[config.mk]
export PLATFORM = sky130hd
export DESIGN_NAME = pwm_div_calc
export DESIGN_NICKNAME = d
export VERILOG_FILES = /design/src/rtl/pwm_div_pkg.sv /design/src/rtl/pwm_bitlen.sv /design/src/rtl/pwm_seq_divider.sv /design/src/rtl/pwm_div_calc.sv
export SDC_FILE = /design/constraint.sdc
export NUM_CORES = 1
export LEC_CHECK = 0
export ABC_AREA = 1
export BUFFER_PORTS_ARGS = -buffer_cell sky130_fd_sc_hd__buf_2
export CAP_MARGIN = 10
export CORE_UTILIZATION = 65
export CTS_BUF_LIST = sky130_fd_sc_hd__clkbuf_4 sky130_fd_sc_hd__clkbuf_8
export CTS_CLUSTER_DIAMETER = 150
export CTS_CLUSTER_SIZE = 10
export DETAILED_ROUTE_END_ITERATION = 16
export GPL_TIMING_DRIVEN = 0
export PLACE_DENSITY_LB_ADDON = 0.15
export SYNTH_ARGS = -nofsm -noshare
export SYNTH_HDL_FRONTEND = slang
export SYNTH_SLANG_ARGS = --single-unit
[constraint.sdc]
create_clock -name clk -period 5.5 [get_ports clk]
set_input_delay 0.55 -clock clk [delete_from_list [all_inputs] [get_ports clk]]
set_output_delay 0.55 -clock clk [all_outputs]
set_load 0.02 [all_outputs]
[src/rtl/pwm_div_pkg.sv]
package pwm_div_pkg;
    localparam int unsigned DW        = 32;
    localparam int unsigned EXP_W     = 4;
    localparam int unsigned PRE_W     = 8;
    localparam int unsigned FLD_W     = 16;
    localparam logic [DW-1:0] EXP_DIVISOR = 32'd16843008;
    localparam logic [DW-1:0] PRE_DIVISOR = 32'd65537;
    localparam logic [DW-1:0] TICK_LIMIT  = 32'd65536;
    localparam logic [EXP_W-1:0] EXP_MAX  = 4'd8;

    typedef enum logic [3:0] {
        S_IDLE, S_EXP_GO, S_EXP_WT, S_PRE_GO, S_PRE_WT,
        S_TICK_GO, S_TICK_WT, S_ACT_GO, S_ACT_WT, S_FINISH
    } calc_state_t;
endpackage

[src/rtl/pwm_bitlen.sv]
module pwm_bitlen #(
    parameter int unsigned W = 32,
    localparam int unsigned NW = $clog2(W + 1)
) (
    input  logic [W-1:0]  value,
    output logic [NW-1:0] length
);
    always_comb begin
        length = '0;
        for (int i = 0; i < int'(W); i++) begin
            if (value[i]) length = NW'(i + 1);
        end
    end
endmodule

[src/rtl/pwm_seq_divider.sv]
module pwm_seq_divider #(
    parameter int unsigned W = 32,
    localparam int unsigned CW = $clog2(W + 1)
) (
    input  logic         clk,
    input  logic         rst_n,
    input  logic         go,
    input  logic [W-1:0] dividend,
    input  logic [W-1:0] divisor,
    output logic         fin,
    output logic [W-1:0] quotient
);
    logic [W-1:0]  rem_q, dvs_q;
    logic [CW-1:0] cnt_q;
    logic          busy_q;
    logic [W:0]    shifted, diff;

    assign shifted = {rem_q, quotient[W-1]};
    assign diff    = shifted - {1'b0, dvs_q};

    always_ff @(posedge clk or negedge rst_n) begin
        if (!rst_n) begin
            rem_q    <= '0;
            dvs_q    <= '0;
            quotient <= '0;
            cnt_q    <= '0;
            busy_q   <= 1'b0;
            fin      <= 1'b0;
        end else if (go && !busy_q) begin
            rem_q    <= '0;
            dvs_q    <= divisor;
            quotient <= dividend;
            cnt_q    <= CW'(W);
            busy_q   <= 1'b1;
            fin      <= 1'b0;
        end else if (busy_q) begin
            if (!diff[W]) begin
                rem_q    <= diff[W-1:0];
                quotient <= {quotient[W-2:0], 1'b1};
            end else begin
                rem_q    <= shifted[W-1:0];
                quotient <= {quotient[W-2:0], 1'b0};
            end
            cnt_q <= cnt_q - CW'(1);
            if (cnt_q == CW'(1)) begin
                busy_q <= 1'b0;
                fin    <= 1'b1;
            end
        end else begin
            fin <= 1'b0;
        end
    end

    // a finished division leaves a remainder below the divisor
    a_r4_div_remainder: assert property (@(posedge clk) disable iff (!rst_n)
        fin |-> (rem_q < dvs_q));
    // the divider result is a single-cycle event
    a_r7_div_fin_pulse: assert property (@(posedge clk) disable iff (!rst_n)
        fin |=> !fin);
endmodule

[src/rtl/pwm_div_calc.sv]
module pwm_div_calc
    import pwm_div_pkg::*;
(
    input  logic              clk,
    input  logic              rst_n,
    input  logic              start,
    input  logic              partner_run,
    input  logic [EXP_W-1:0]  ext_div,
    input  logic [DW-1:0]     period_cyc,
    input  logic [DW-1:0]     duty_cyc,
    output logic              done,
    output logic              err,
    output logic [EXP_W-1:0]  div_exp,
    output logic [PRE_W-1:0]  prescale,
    output logic [FLD_W-1:0]  entire_fld,
    output logic [FLD_W-1:0]  active_fld
);
    localparam int unsigned BLW = $clog2(DW + 1);

    calc_state_t state_q, state_d;

    logic [DW-1:0]    per_q, dut_q;
    logic [EXP_W-1:0] exp_w;
    logic [PRE_W-1:0] pre_w;
    logic [FLD_W-1:0] ent_w, act_w;
    logic             err_w;

    logic             dv_go, dv_fin;
    logic [DW-1:0]    dv_num, dv_den, dv_q;
    logic [BLW-1:0]   q_len;
    logic [DW-1:0]    pre_plus1;
    logic             bad_now, exp_bad, tick_bad;

    pwm_seq_divider #(.W(DW)) u_div (
        .clk(clk), .rst_n(rst_n), .go(dv_go),
        .dividend(dv_num), .divisor(dv_den),
        .fin(dv_fin), .quotient(dv_q)
    );

    pwm_bitlen #(.W(DW)) u_len (.value(dv_q), .length(q_len));

    assign pre_plus1 = {{(DW-PRE_W){1'b0}}, pre_w} + DW'(1);
    assign bad_now   = (period_cyc <= DW'(1)) || (partner_run && (ext_div > EXP_MAX));
    assign exp_bad   = q_len > BLW'(EXP_MAX);
    assign tick_bad  = (dv_q == '0) || (dv_q > TICK_LIMIT);

    // state register
    always_ff @(posedge clk or negedge rst_n) begin
        if (!rst_n) state_q <= S_IDLE;
        else        state_q <= state_d;
    end

    // next state
    always_comb begin
        state_d = state_q;
        unique case (state_q)
            S_IDLE:    if (start) state_d = bad_now ? S_FINISH :
                                           (partner_run ? S_PRE_GO : S_EXP_GO);
            S_EXP_GO:  state_d = S_EXP_WT;
            S_EXP_WT:  if (dv_fin) state_d = exp_bad ? S_FINISH : S_PRE_GO;
            S_PRE_GO:  state_d = S_PRE_WT;
            S_PRE_WT:  if (dv_fin) state_d = S_TICK_GO;
            S_TICK_GO: state_d = S_TICK_WT;
            S_TICK_WT: if (dv_fin) state_d = tick_bad ? S_FINISH : S_ACT_GO;
            S_ACT_GO:  state_d = S_ACT_WT;
            S_ACT_WT:  if (dv_fin) state_d = S_FINISH;
            S_FINISH:  state_d = S_IDLE;
            default:   state_d = S_IDLE;
        endcase
    end

    // divider operand selection
    always_comb begin
        dv_go  = 1'b0;
        dv_num = '0;
        dv_den = DW'(1);
        unique case (state_q)
            S_EXP_GO:  begin dv_go = 1'b1; dv_num = per_q;          dv_den = EXP_DIVISOR; end
            S_PRE_GO:  begin dv_go = 1'b1; dv_num = per_q >> exp_w; dv_den = PRE_DIVISOR; end
            S_TICK_GO: begin dv_go = 1'b1; dv_num = per_q >> exp_w; dv_den = pre_plus1;   end
            S_ACT_GO:  begin dv_go = 1'b1; dv_num = dut_q >> exp_w; dv_den = pre_plus1;   end
            default:   ;
        endcase
    end

    // working registers and committed outputs
    always_ff @(posedge clk or negedge rst_n) begin
        if (!rst_n) begin
            per_q <= '0; dut_q <= '0;
            exp_w <= '0; pre_w <= '0; ent_w <= '0; act_w <= '0; err_w <= 1'b0;
            done <= 1'b0; err <= 1'b0;
            div_exp <= '0; prescale <= '0; entire_fld <= '0; active_fld <= '0;
        end else begin
            done <= 1'b0;
            unique case (state_q)
                S_IDLE: if (start) begin
                    per_q <= period_cyc;
                    dut_q <= duty_cyc;
                    exp_w <= partner_run ? ext_div : '0;
                    err_w <= bad_now;
                end
                S_EXP_WT: if (dv_fin) begin
                    exp_w <= q_len[EXP_W-1:0];
                    err_w <= exp_bad;
                end
                S_PRE_WT: if (dv_fin)
                    pre_w <= (dv_q > DW'(255)) ? 8'hFF : dv_q[PRE_W-1:0];
                S_TICK_WT: if (dv_fin) begin
                    ent_w <= dv_q[FLD_W-1:0] - FLD_W'(1);
                    err_w <= tick_bad;
                end
                S_ACT_WT: if (dv_fin)
                    act_w <= (dv_q > DW'(65535)) ? 16'hFFFF : dv_q[FLD_W-1:0];
                S_FINISH: begin
                    done <= 1'b1;
                    err  <= err_w;
                    if (!err_w) begin
                        div_exp    <= exp_w;
                        prescale   <= pre_w;
                        entire_fld <= ent_w;
                        active_fld <= act_w;
                    end
                end
                default: ;
            endcase
        end
    end

    // completion is one cycle wide
    a_r7_done_pulse: assert property (@(posedge clk) disable iff (!rst_n)
        done |=> !done);
    // a successful result never carries an exponent above the limit
    a_r2_exp_limit: assert property (@(posedge clk) disable iff (!rst_n)
        (done && !err) |-> (div_exp <= EXP_MAX));
    // a rejected request leaves every field as it was
    a_r8_err_keeps: assert property (@(posedge clk) disable iff (!rst_n)
        (done && err) |-> ($stable(div_exp) && $stable(prescale) &&
                           $stable(entire_fld) && $stable(active_fld)));
    // latched request does not move while busy
    a_r9_busy_ignore: assert property (@(posedge clk) disable iff (!rst_n)
        (state_q != S_IDLE && start) |=> ($stable(per_q) && $stable(dut_q)));
    // fields move only together with done
    a_r8_hold: assert property (@(posedge clk) disable iff (!rst_n)
        !done |-> ($stable(entire_fld) && $stable(active_fld)));
endmodule

Yosys cells after proc, flatten, opt, wreduce, memory -nomap -nowiden
Cells that the tools add are included.
{"block": "totals", "register_bits": 263, "latch_bits": 0, "ram_bits": 0, "mem_bits_ro": 0, "out_inout_bits": 46, "wordCells": 140, "mem_count": 0}
{"block": "classes", "add_sub_neg": 4, "n_mul": 0, "n_div": 0, "n_lt_le_gt_ge": 6, "eq_ne": 16, "n_shift": 2, "n_mux": 70, "n_bitwise": 1, "reduce_logical": 21}
{"cell": "$mux W32", "n": 5}
{"cell": "$pmux W32 S3", "n": 1}
{"cell": "$mux W5", "n": 16}
{"cell": "$mux W4", "n": 19}
{"cell": "$pmux W25 S3", "n": 1}
{"cell": "$shr A32 B4 Y32", "n": 2}
{"cell": "$pmux W4 S9", "n": 1}
{"cell": "$sub A33 B32 Y33", "n": 1}
{"cell": "$gt A32 B16 Y1 const B", "n": 1}
{"cell": "$gt A32 B17 Y1 const B", "n": 1}
{"cell": "$gt A32 B8 Y1 const B", "n": 1}
{"cell": "$le A32 B1 Y1 const B", "n": 1}
{"cell": "$logic_not A32 Y1", "n": 1}
{"cell": "$mux W6", "n": 3}
{"cell": "$eq A4 B3 Y1 const B", "n": 4}
{"cell": "$mux W16", "n": 1}
{"cell": "$sub A16 B1 Y16 const B", "n": 1}
{"cell": "$mux W1", "n": 13}
{"cell": "$mux W3", "n": 4}
{"cell": "$reduce_and A2 Y1", "n": 5}
{"cell": "$add A8 B1 Y9 const B", "n": 1}
{"cell": "$eq A4 B2 Y1 const B", "n": 2}
{"cell": "$eq A4 B4 Y1 const B", "n": 2}
{"cell": "$mux W8", "n": 1}
{"cell": "23 further kinds", "n": 32}

Logic depth before layout (Yosys ltp)
Gate-level depths: netlist of run 1.
{"block": "logic_depth", "word_depth": 36, "depth_mapped": 28}

Hierarchy
A second synthesis of run 1 with hierarchy kept.
{"block": "unflattened", "cells_unflattened": 2485, "area_unflattened_um2": 16843.7}
{"module": "pwm_div_calc", "instances": 1, "cells_per_inst": 1282, "area_per_inst_um2": 9153.8, "seq_area_each_um2": 3978.8}
{"module": "pwm_seq_divider", "instances": 1, "cells_per_inst": 1102, "area_per_inst_um2": 7208.2, "seq_area_each_um2": 2602.5}
{"module": "pwm_bitlen", "instances": 1, "cells_per_inst": 101, "area_per_inst_um2": 481.7, "seq_area_each_um2": 0.0}

Least setup slack after synthesis of run 1
No wires, ideal clock.
{"block": "synth_timing", "path_kind": "flip-flop to flip-flop", "from": "reg u_div.quotient[31]", "to": "reg u_div.rem_q[31]", "setup_ns": 0.128, "arrival_time_ns": 2.586, "slack_ns": 2.787, "path_stages_with_launch": 25, "synth_period_minus_slack_ns": 2.713, "cell_sequence": "dfrtp_1 inv_1 ha_1 fa_1 o21ai_2 nand2_1 nand2_1 nand2_1 nand2_1 nand3_1 nand2_2 nand3_2 nand2_2 a21oi_2 nand2_2 nand2_2 nand2_4 inv_2 nand2_4 nand2_8 buf_6 nand2_1 a21oi_1 o21ai_1 o21ai_1"}
{"block": "synth_via", "elab_chain_cells": 4}
{"item": "start: declaration", "line": "pwm_seq_divider.sv:11", "text": "output logic [W-1:0] quotient"}
{"item": "start signal: assignment", "line": "pwm_seq_divider.sv:32", "text": "quotient <= dividend;"}
{"item": "start signal: assignment", "line": "pwm_seq_divider.sv:39", "text": "quotient <= {quotient[W-2:0], 1'b1};"}
{"item": "start signal: assignment", "line": "pwm_seq_divider.sv:42", "text": "quotient <= {quotient[W-2:0], 1'b0};"}
{"item": "$sub A33 B32 Y33", "line": "pwm_seq_divider.sv:19", "text": "assign diff = shifted - {1'b0, dvs_q};"}
{"item": "$mux W32", "line": "pwm_seq_divider.sv:37", "text": "if (!diff[W]) begin"}
{"item": "$mux W32", "line": "pwm_seq_divider.sv:36", "text": "end else if (busy_q) begin"}
{"item": "$mux W32", "line": "pwm_seq_divider.sv:29", "text": "end else if (go && !busy_q) begin"}
{"item": "end signal: assignment", "line": "pwm_seq_divider.sv:38", "text": "rem_q <= diff[W-1:0];"}
{"item": "end signal: assignment", "line": "pwm_seq_divider.sv:41", "text": "rem_q <= shifted[W-1:0];"}
{"item": "end: declaration", "line": "pwm_seq_divider.sv:13", "text": "logic [W-1:0] rem_q, dvs_q;"}
Every way passes these cells. The select of a mux whose other input is x is not followed.
A chain may end at the register's enable or synchronous reset.

Worst setup path after layout of run 1
Same ends and word-level chain as after synthesis.

==> flow_summary.toml, run 1 <==
[status]
outcome = "complete, no violations"

[sta]
hold_viol = 0
slew-limit-headroom_pct = 22.9
clock.fmax_mhz = 310
min_period_ns = 3.23
finalSetupTns_ns = 0
setup_viol = 0
hold_ws_ns = 0.216
rsz0062_at_grt = "false"
finalCritPeriodShare_pct = 58.7
tightest_slew_ns = 1.14
drv_slew = 0
skew_ns = 0.0216

[synthesis]
ys_seq_area_share_pct = 46.0
synth_cell_type_count = 48
synth.area.top_cells = "dfrtp_1 46%, nand2_1 10%, o21ai_0 9.1%, inv_1 6.5%, nor2_1 3.8%"
synth_edf_count = 0
yosysWarnings = 0
synthesis.area_um2 = 13200
synth_nets = 1787
netlist.area_leader.share_pct = 46.0
yosys_register_bits = 242
synth.most_common_cell = "nand2_1"
asyncSetResetFlopFracSynth_pct = 100
syn_inst = 1698
synth_area_per_cell_um2 = 7.76
synth_top_area_cell = "dfrtp_1"
synth_common_cells = "351 x nand2_1, 242 x dfrtp_1, 239 x o21ai_0, 227 x inv_1, 132 x nor2_1"
dominantRegCellSynth = "dfrtp_1"

[global_routing]
grt_max_degree = 98
grt_use_total_pct = 37.2
grt_pass1_wl_mm = 59.7
grt_antenna_before_repair = 0
grt_pass1_vias = 11800
overflow = 0

[placed_design]
dpl.hpwl_mm = 28.8
gp_congestion = 0.978
io_buffers = 117

[cts]
numCtsBuffers = 28
cts.sinks = 242
htreeDepth = 1
clk_pin_slew_ns = 0.07
clock_path_buffers = 3
cts_root_buf = "clkbuf_8"
clkLatencyLatePin_ns = 0.58
cts_tree = "done"
post-cts-setup-buffer-count = 0

[floorplanning]
rows = 51
die_area_um2 = 20800
die_w_um = 144
die_h_um = 144
start_util_pct = 67.0
ios = 118
core_um2 = 19700

[worst_setup_path]
cp_max_fo = 10
arrival_ns = 3.68
critPathLaunchType = "flip-flop"
reg2reg_to = "u_div.rem_q[31]"
r2r_cells = 24
path_class = "reg2reg"
worstPathRequired_ns = 5.95
end_kind = "flip-flop"
r2r-start = "u_div.quotient[31]"
r2r_slack_ns = 2.27

[power]
switching_share_pct = 48.7
comb_power_share_pct = 53.0
p_seq_share_pct = 35.2
total_power_mw = 9.17
leakagePower_nw = 7.11
ir_drop_v = 0.000429
p_per_area_nw_per_um2 = 629
clock_power_share_pct = 11.8
intPower_mw = 4.70
p_sw_mw = 4.47

[route]
vias_per_cell = 5.93
dr.pass1.iters = 5
wl_per_cell_um = 17.8
postRouteAntennaNets = 0
wl_mm = 37.6
drc_errors = 0
vias = 12500
drt_iter0_markers = 1091

[final_layout]
diodes = 0
syn_to_final_growth_pct = 10.6
drive_gt1_share_pct = 11.0
nNetsFinal = 1937
fillCellCount = 1570

[min_path]
hold_class = "in2reg"
min-delay-start = "duty_cyc[30]"
min_path_cells = 2
hold-path-endpoint = "dut_q[30]"

[run]
cap_violations = 0
## area by class of cell
class,count,area (um2),share of cell area [%]
flip-flops and latches,242,6060,41.5
multi-input cells,1143,5910,40.6
inverters,235,885,6.07
repair buffers,120,661,4.53
clock buffers,29,399,2.74
well taps,265,332,2.27
plain buffers,78,320,2.20
clock inverters,1,8.76,0.0601
## worst max-delay path by stage
stage	slack, ns	to	startpoint
2_1_floorplan	2.79	u_div.rem_q[31]	u_div.quotient[31]
3_3_place_gp	-0.26	dut_q[31]	rst_n
3_5_place_dp	2.35	u_div.rem_q[31]	u_div.quotient[31]
4_1_cts	2.32	u_div.rem_q[31]	u_div.quotient[31]
5_1_grt	2.05	u_div.rem_q[10]	u_div.quotient[31]
6_report	2.27	u_div.rem_q[31]	u_div.quotient[31]
## cell usage in the layout (no fill, tap or decap), drive strengths merged, types with 25 or more instances in the layout
master  netlist  final
nand3        45     45
nand2       361    361
nor3         31     31
inv         232    233
nor2        133    133
mux2         25     25
o22ai        27     27
a21oi        81     81
buf          16    135
clkbuf       62     91
dfrtp       242    242
o21ai       286    286
## worst max-delay path: stages, from the launching register on
cell	delay (ns)
dfrtp_1	0.41
inv_1	0.13
ha_1	0.24
fa_1	0.43
o21ai_2	0.19
nand2_1	0.07
nand2_1	0.06
nand2_1	0.05
nand2_1	0.09
nand3_1	0.09
nand2_2	0.10
nand3_2	0.08
nand2_2	0.11
a21oi_2	0.08
nand2_2	0.11
nand2_2	0.07
nand2_4	0.08
inv_2	0.04
nand2_4	0.07
nand2_8	0.09
buf_6	0.16
nand2_1	0.08
a21oi_1	0.06
o21ai_1	0.11
o21ai_1	0.07
## power by group through the flow
| stage | registers (mW) | logic (mW) | clock network, mW |
|---|---|---|---|
| after floorplan | 3.18 | 3.32 | 0 |
| after global placement | 3.20 | 4.61 | 0 |
| after detailed placement | 3.23 | 4.75 | 0 |
| after CTS | 3.20 | 4.78 | 1.09 |
| after global routing | 3.31 | 5.42 | 1.15 |
| final | 3.23 | 4.86 | 1.08 |
## cells by family after synthesis
group           share of synthesized area [%]
xor+xnor                                 1.20
mux                                      3.35
buf+inv                                  9.15
compound gates                           20.0
simple gates                             18.7
fa+ha+maj                                1.67
flops                                    46.0
## sequential cells by signal, summed over array words and instances, names as in the netlist, 16 cells and up
name / count
dut_q: 32
per_q: 32
u_div.quotient: 32
u_div.rem_q: 32
act_w: 16
active_fld: 16
ent_w: 16
entire_fld: 16
## routing by layer
| layer | global-route usage [%] | routed length, um |
|---|---|---|
| met1 | 49.6 | 15800 |
| met5 | 0 | 0 |
| met3 | 5.03 | 2770 |
| met4 | 15.9 | 1660 |
| met2 | 61.2 | 17400 |
## through the flow
stage | util (%) | cells | cell area (um2) | setup slack, ns
global placement | 71.7 | 2080 | 14100 | -0.265
CTS | 74.2 | 2113 | 14600 | 2.32
finish | 74.2 | 2113 | 14600 | 2.27
floorplan | - | 1698 | 13200 | 2.79
detailed placement | 72.0 | 2082 | 14200 | 2.35
global route | 74.2 | 2113 | 14600 | 2.05
## timing repair
item                      in CTS  in global routing
hold buffers                   1                  0
hold endpoints to repair      68                  0
gates resized for setup        0                  0
No activity file was read; power rests on OpenSTA's default activity.
==> run 2, diff against run 1 <==
--- a/config.mk
+++ b/config.mk
@@ -8,7 +8,7 @@
 export ABC_AREA = 1
 export BUFFER_PORTS_ARGS = -buffer_cell sky130_fd_sc_hd__buf_2
 export CAP_MARGIN = 10
-export CORE_UTILIZATION = 65
+export CORE_UTILIZATION = 56
 export CTS_BUF_LIST = sky130_fd_sc_hd__clkbuf_4 sky130_fd_sc_hd__clkbuf_8
 export CTS_CLUSTER_DIAMETER = 150
 export CTS_CLUSTER_SIZE = 10
==> constraint.sdc (replaced) <==
create_clock -name clk -period 2.6 [get_ports clk]
set_input_delay 0.26 -clock clk [delete_from_list [all_inputs] [get_ports clk]]
set_output_delay 0.26 -clock clk [all_outputs]
set_load 0.02 [all_outputs]
==> run 2 against run 1 <==
  * The run now ends with setup timing left
  * Flip-flop and latch count unchanged
  * Total power increased by 130%
  * First-iteration DRC count increased by 3.1%
  * Maximum frequency increased by 12%
  * Critical path type unchanged
  * Highest routed layer unchanged
  * Sequential share of layout area decreased by 4.1 points
  * Global-route usage decreased by 2.7 points
  * Worst hold slack got worse by 0.18 ns
  * Worst setup slack got worse by 2.5 ns
  * Critical endpoint is now u_div.rem_q[30]
  * Largest cell class is now multi-input gates
  * Routed wire length increased by 11%
  * Count of clock-buffer cells in the layout unchanged
==> flow_summary.toml, run 2 (same netlist as run 1, synthesis figures left out) <==
[status]
outcome = "finished with violations"
violations = "setup timing"

[route]
postRouteAntennaNets = 0
drc_errors = 0
vias = 13000
dr.pass1.iters = 6
wl_mm = 41.9
wl_per_cell_um = 18.5
drt_iter0_markers = 1125
vias_per_cell = 5.71

[global_routing]
grt_max_degree = 110
grt_use_total_pct = 34.5
grt_pass1_wl_mm = 65.1
overflow = 0
grt_pass1_vias = 12500
grt_antenna_before_repair = 1

[sta]
clock.fmax_mhz = 348
skew_ns = 0.0210
tightest_slew_ns = 0.775
hold_viol = 0
setup_ws_ns = -0.273
rsz0062_at_grt = "true"
finalSetupTns_ns = -7.17
min_period_ns = 2.87
slew-limit-headroom_pct = 48.3
drv_slew = 0
setup_viol = 33
finalCritPeriodShare_pct = 111

[final_layout]
nNetsFinal = 2045
layout_common_cells = "335 x nand2_1, 239 x dfrtp_1, 222 x inv_1"
syn_to_final_growth_pct = 22.9
drive_gt1_share_pct = 18.1
final_common_cell = "nand2_1"

[cts]
cts_root_buf = "clkbuf_8"
htreeDepth = 1
numCtsBuffers = 28
clkLatencyLatePin_ns = 0.58
clock_path_buffers = 3
cts_tree = "done"
clk_pin_slew_ns = 0.08
cts.sinks = 242

[worst_setup_path]
end_kind = "flip-flop"
cp_max_fo = 8
arrival_ns = 3.39
worstPathRequired_ns = 3.11
path_class = "reg2reg"
r2r_cells = 23
r2r-start = "u_div.quotient[31]"
reg2reg_to = "u_div.rem_q[30]"
critPathLaunchType = "flip-flop"
r2r_slack_ns = -0.27

[power]
clock_power_share_pct = 10.8
comb_power_share_pct = 57.1
ir_drop_v = 0.000669
intPower_mw = 11.0
switching_share_pct = 48.5
leakagePower_nw = 7.75
p_seq_share_pct = 32.1
p_sw_mw = 10.3
total_power_mw = 21.3
p_per_area_nw_per_um2 = 1310

[floorplanning]
ios = 118
core_um2 = 22800
rows = 55
die_w_um = 155
die_h_um = 155
start_util_pct = 57.7
die_area_um2 = 24100

[min_path]
min-delay-start = "partner_run"
hold-path-endpoint = "exp_w[3]"
min_path_cells = 3
hold_class = "in2reg"

[run]
cap_violations = 0

[placed_design]
gp_congestion = 0.966
dpl.hpwl_mm = 29.5
io_buffers = 117
[run 2: changes by cell type in the layout (fill, tap and decap cells not counted), sizes merged]
cell | previous run | this run
diode | 0 | 1
dlygate4sd3 | 1 | 69
buf | 135 | 177
inv | 233 | 235
clkinv | 3 | 1
clkbuf | 91 | 89
[run 2: what timing repair did]
| item | in CTS | in global routing |
|---|---|---|
| gates cloned | 1 | 0 |
| hold buffers | 69 | 0 |
| setup endpoints to repair | 55 | 69 |
| gates resized for setup | 63 | 171 |
| endpoints found under the hold margin | 309 | 0 |
| pin swaps | 10 | 30 |
| setup buffers | 19 | 20 |
[run 2: layer usage]
metal | vias up | share of wire [%] | wire length [um] | global-route usage (%)
met5 | - | 0 | 0 | 0
met4 | 0 | 4.6 | 1940 | 15.6
met3 | 117 | 6.4 | 2690 | 4.76
met2 | 486 | 48 | 20000 | 57.9
met1 | 6216 | 41 | 17300 | 44.6
li1 | 6135 | - | - | -
[run 2: worst max-delay path by stage]
stage / start / endpoint
2_1_floorplan: u_div.quotient[31] / u_div.rem_q[31]
3_3_place_gp: rst_n / dut_q[25]
3_5_place_dp: u_div.quotient[31] / u_div.rem_q[31]
4_1_cts: u_div.quotient[31] / u_div.rem_q[31]
5_1_grt: u_div.quotient[31] / u_div.rem_q[20]
6_report: u_div.quotient[31] / u_div.rem_q[30]
[run 2: worst max-delay path, cell delays in order, from the launching register on]
cell and delay [ns]:
dfrtp_1 0.39, inv_2 0.07, ha_4 0.16, fa_2 0.35
o21ai_2 0.15, nand2_1 0.07, nand2_1 0.06, nand2_1 0.05
nand2_1 0.08, nand3_1 0.08, nand2_2 0.09, nand3_2 0.07
nand2_2 0.11, a21oi_4 0.07, nand2_2 0.11, nand2_2 0.07
nand2_4 0.09, nand2_4 0.06, nand2_8 0.13, buf_6 0.14
nand2_4 0.06, o21ai_2 0.15, nand3_2 0.11, o21ai_2 0.08
[run 2: power by group through the flow]
| stage | logic [mW] | clock network [mW] | registers (mW) |
|---|---|---|---|
| 2_1_floorplan | 7.04 | 0 | 6.73 |
| 3_3_place_gp | 9.90 | 0 | 6.79 |
| 3_5_place_dp | 10.1 | 0 | 6.83 |
| 4_1_cts | 10.9 | 2.33 | 6.77 |
| 5_1_grt | 13.4 | 2.47 | 6.99 |
| 6_report | 12.2 | 2.29 | 6.83 |
[run 2: through the flow]
step	util [%]	instance area [um2]	instances	worst slack [ns]	hold slack [ns]
after detailed placement	62.3	14200	2130	-0.423	0.128
after floorplan	-	13200	1698	-0.00667	-0.0356
after global placement	62.0	14200	2128	-2.98	0.454
after global routing	70.9	16200	2269	-0.435	0.0550
after CTS	68.6	15700	2249	-0.246	0.00578
final	70.9	16200	2270	-0.273	0.0310
[run 2: layout make-up]
type / count / area [um2]
inverter: 235 / 895
timing repair buffer: 228 / 1690
fill: 1897 / 6650
sequential: 242 / 6060
multi-input combinational: 1143 / 6380
antenna: 1 / 2.50
tap: 313 / 392
clock inverter: 1 / 8.76
buffer: 78 / 375
clock buffer: 29 / 399
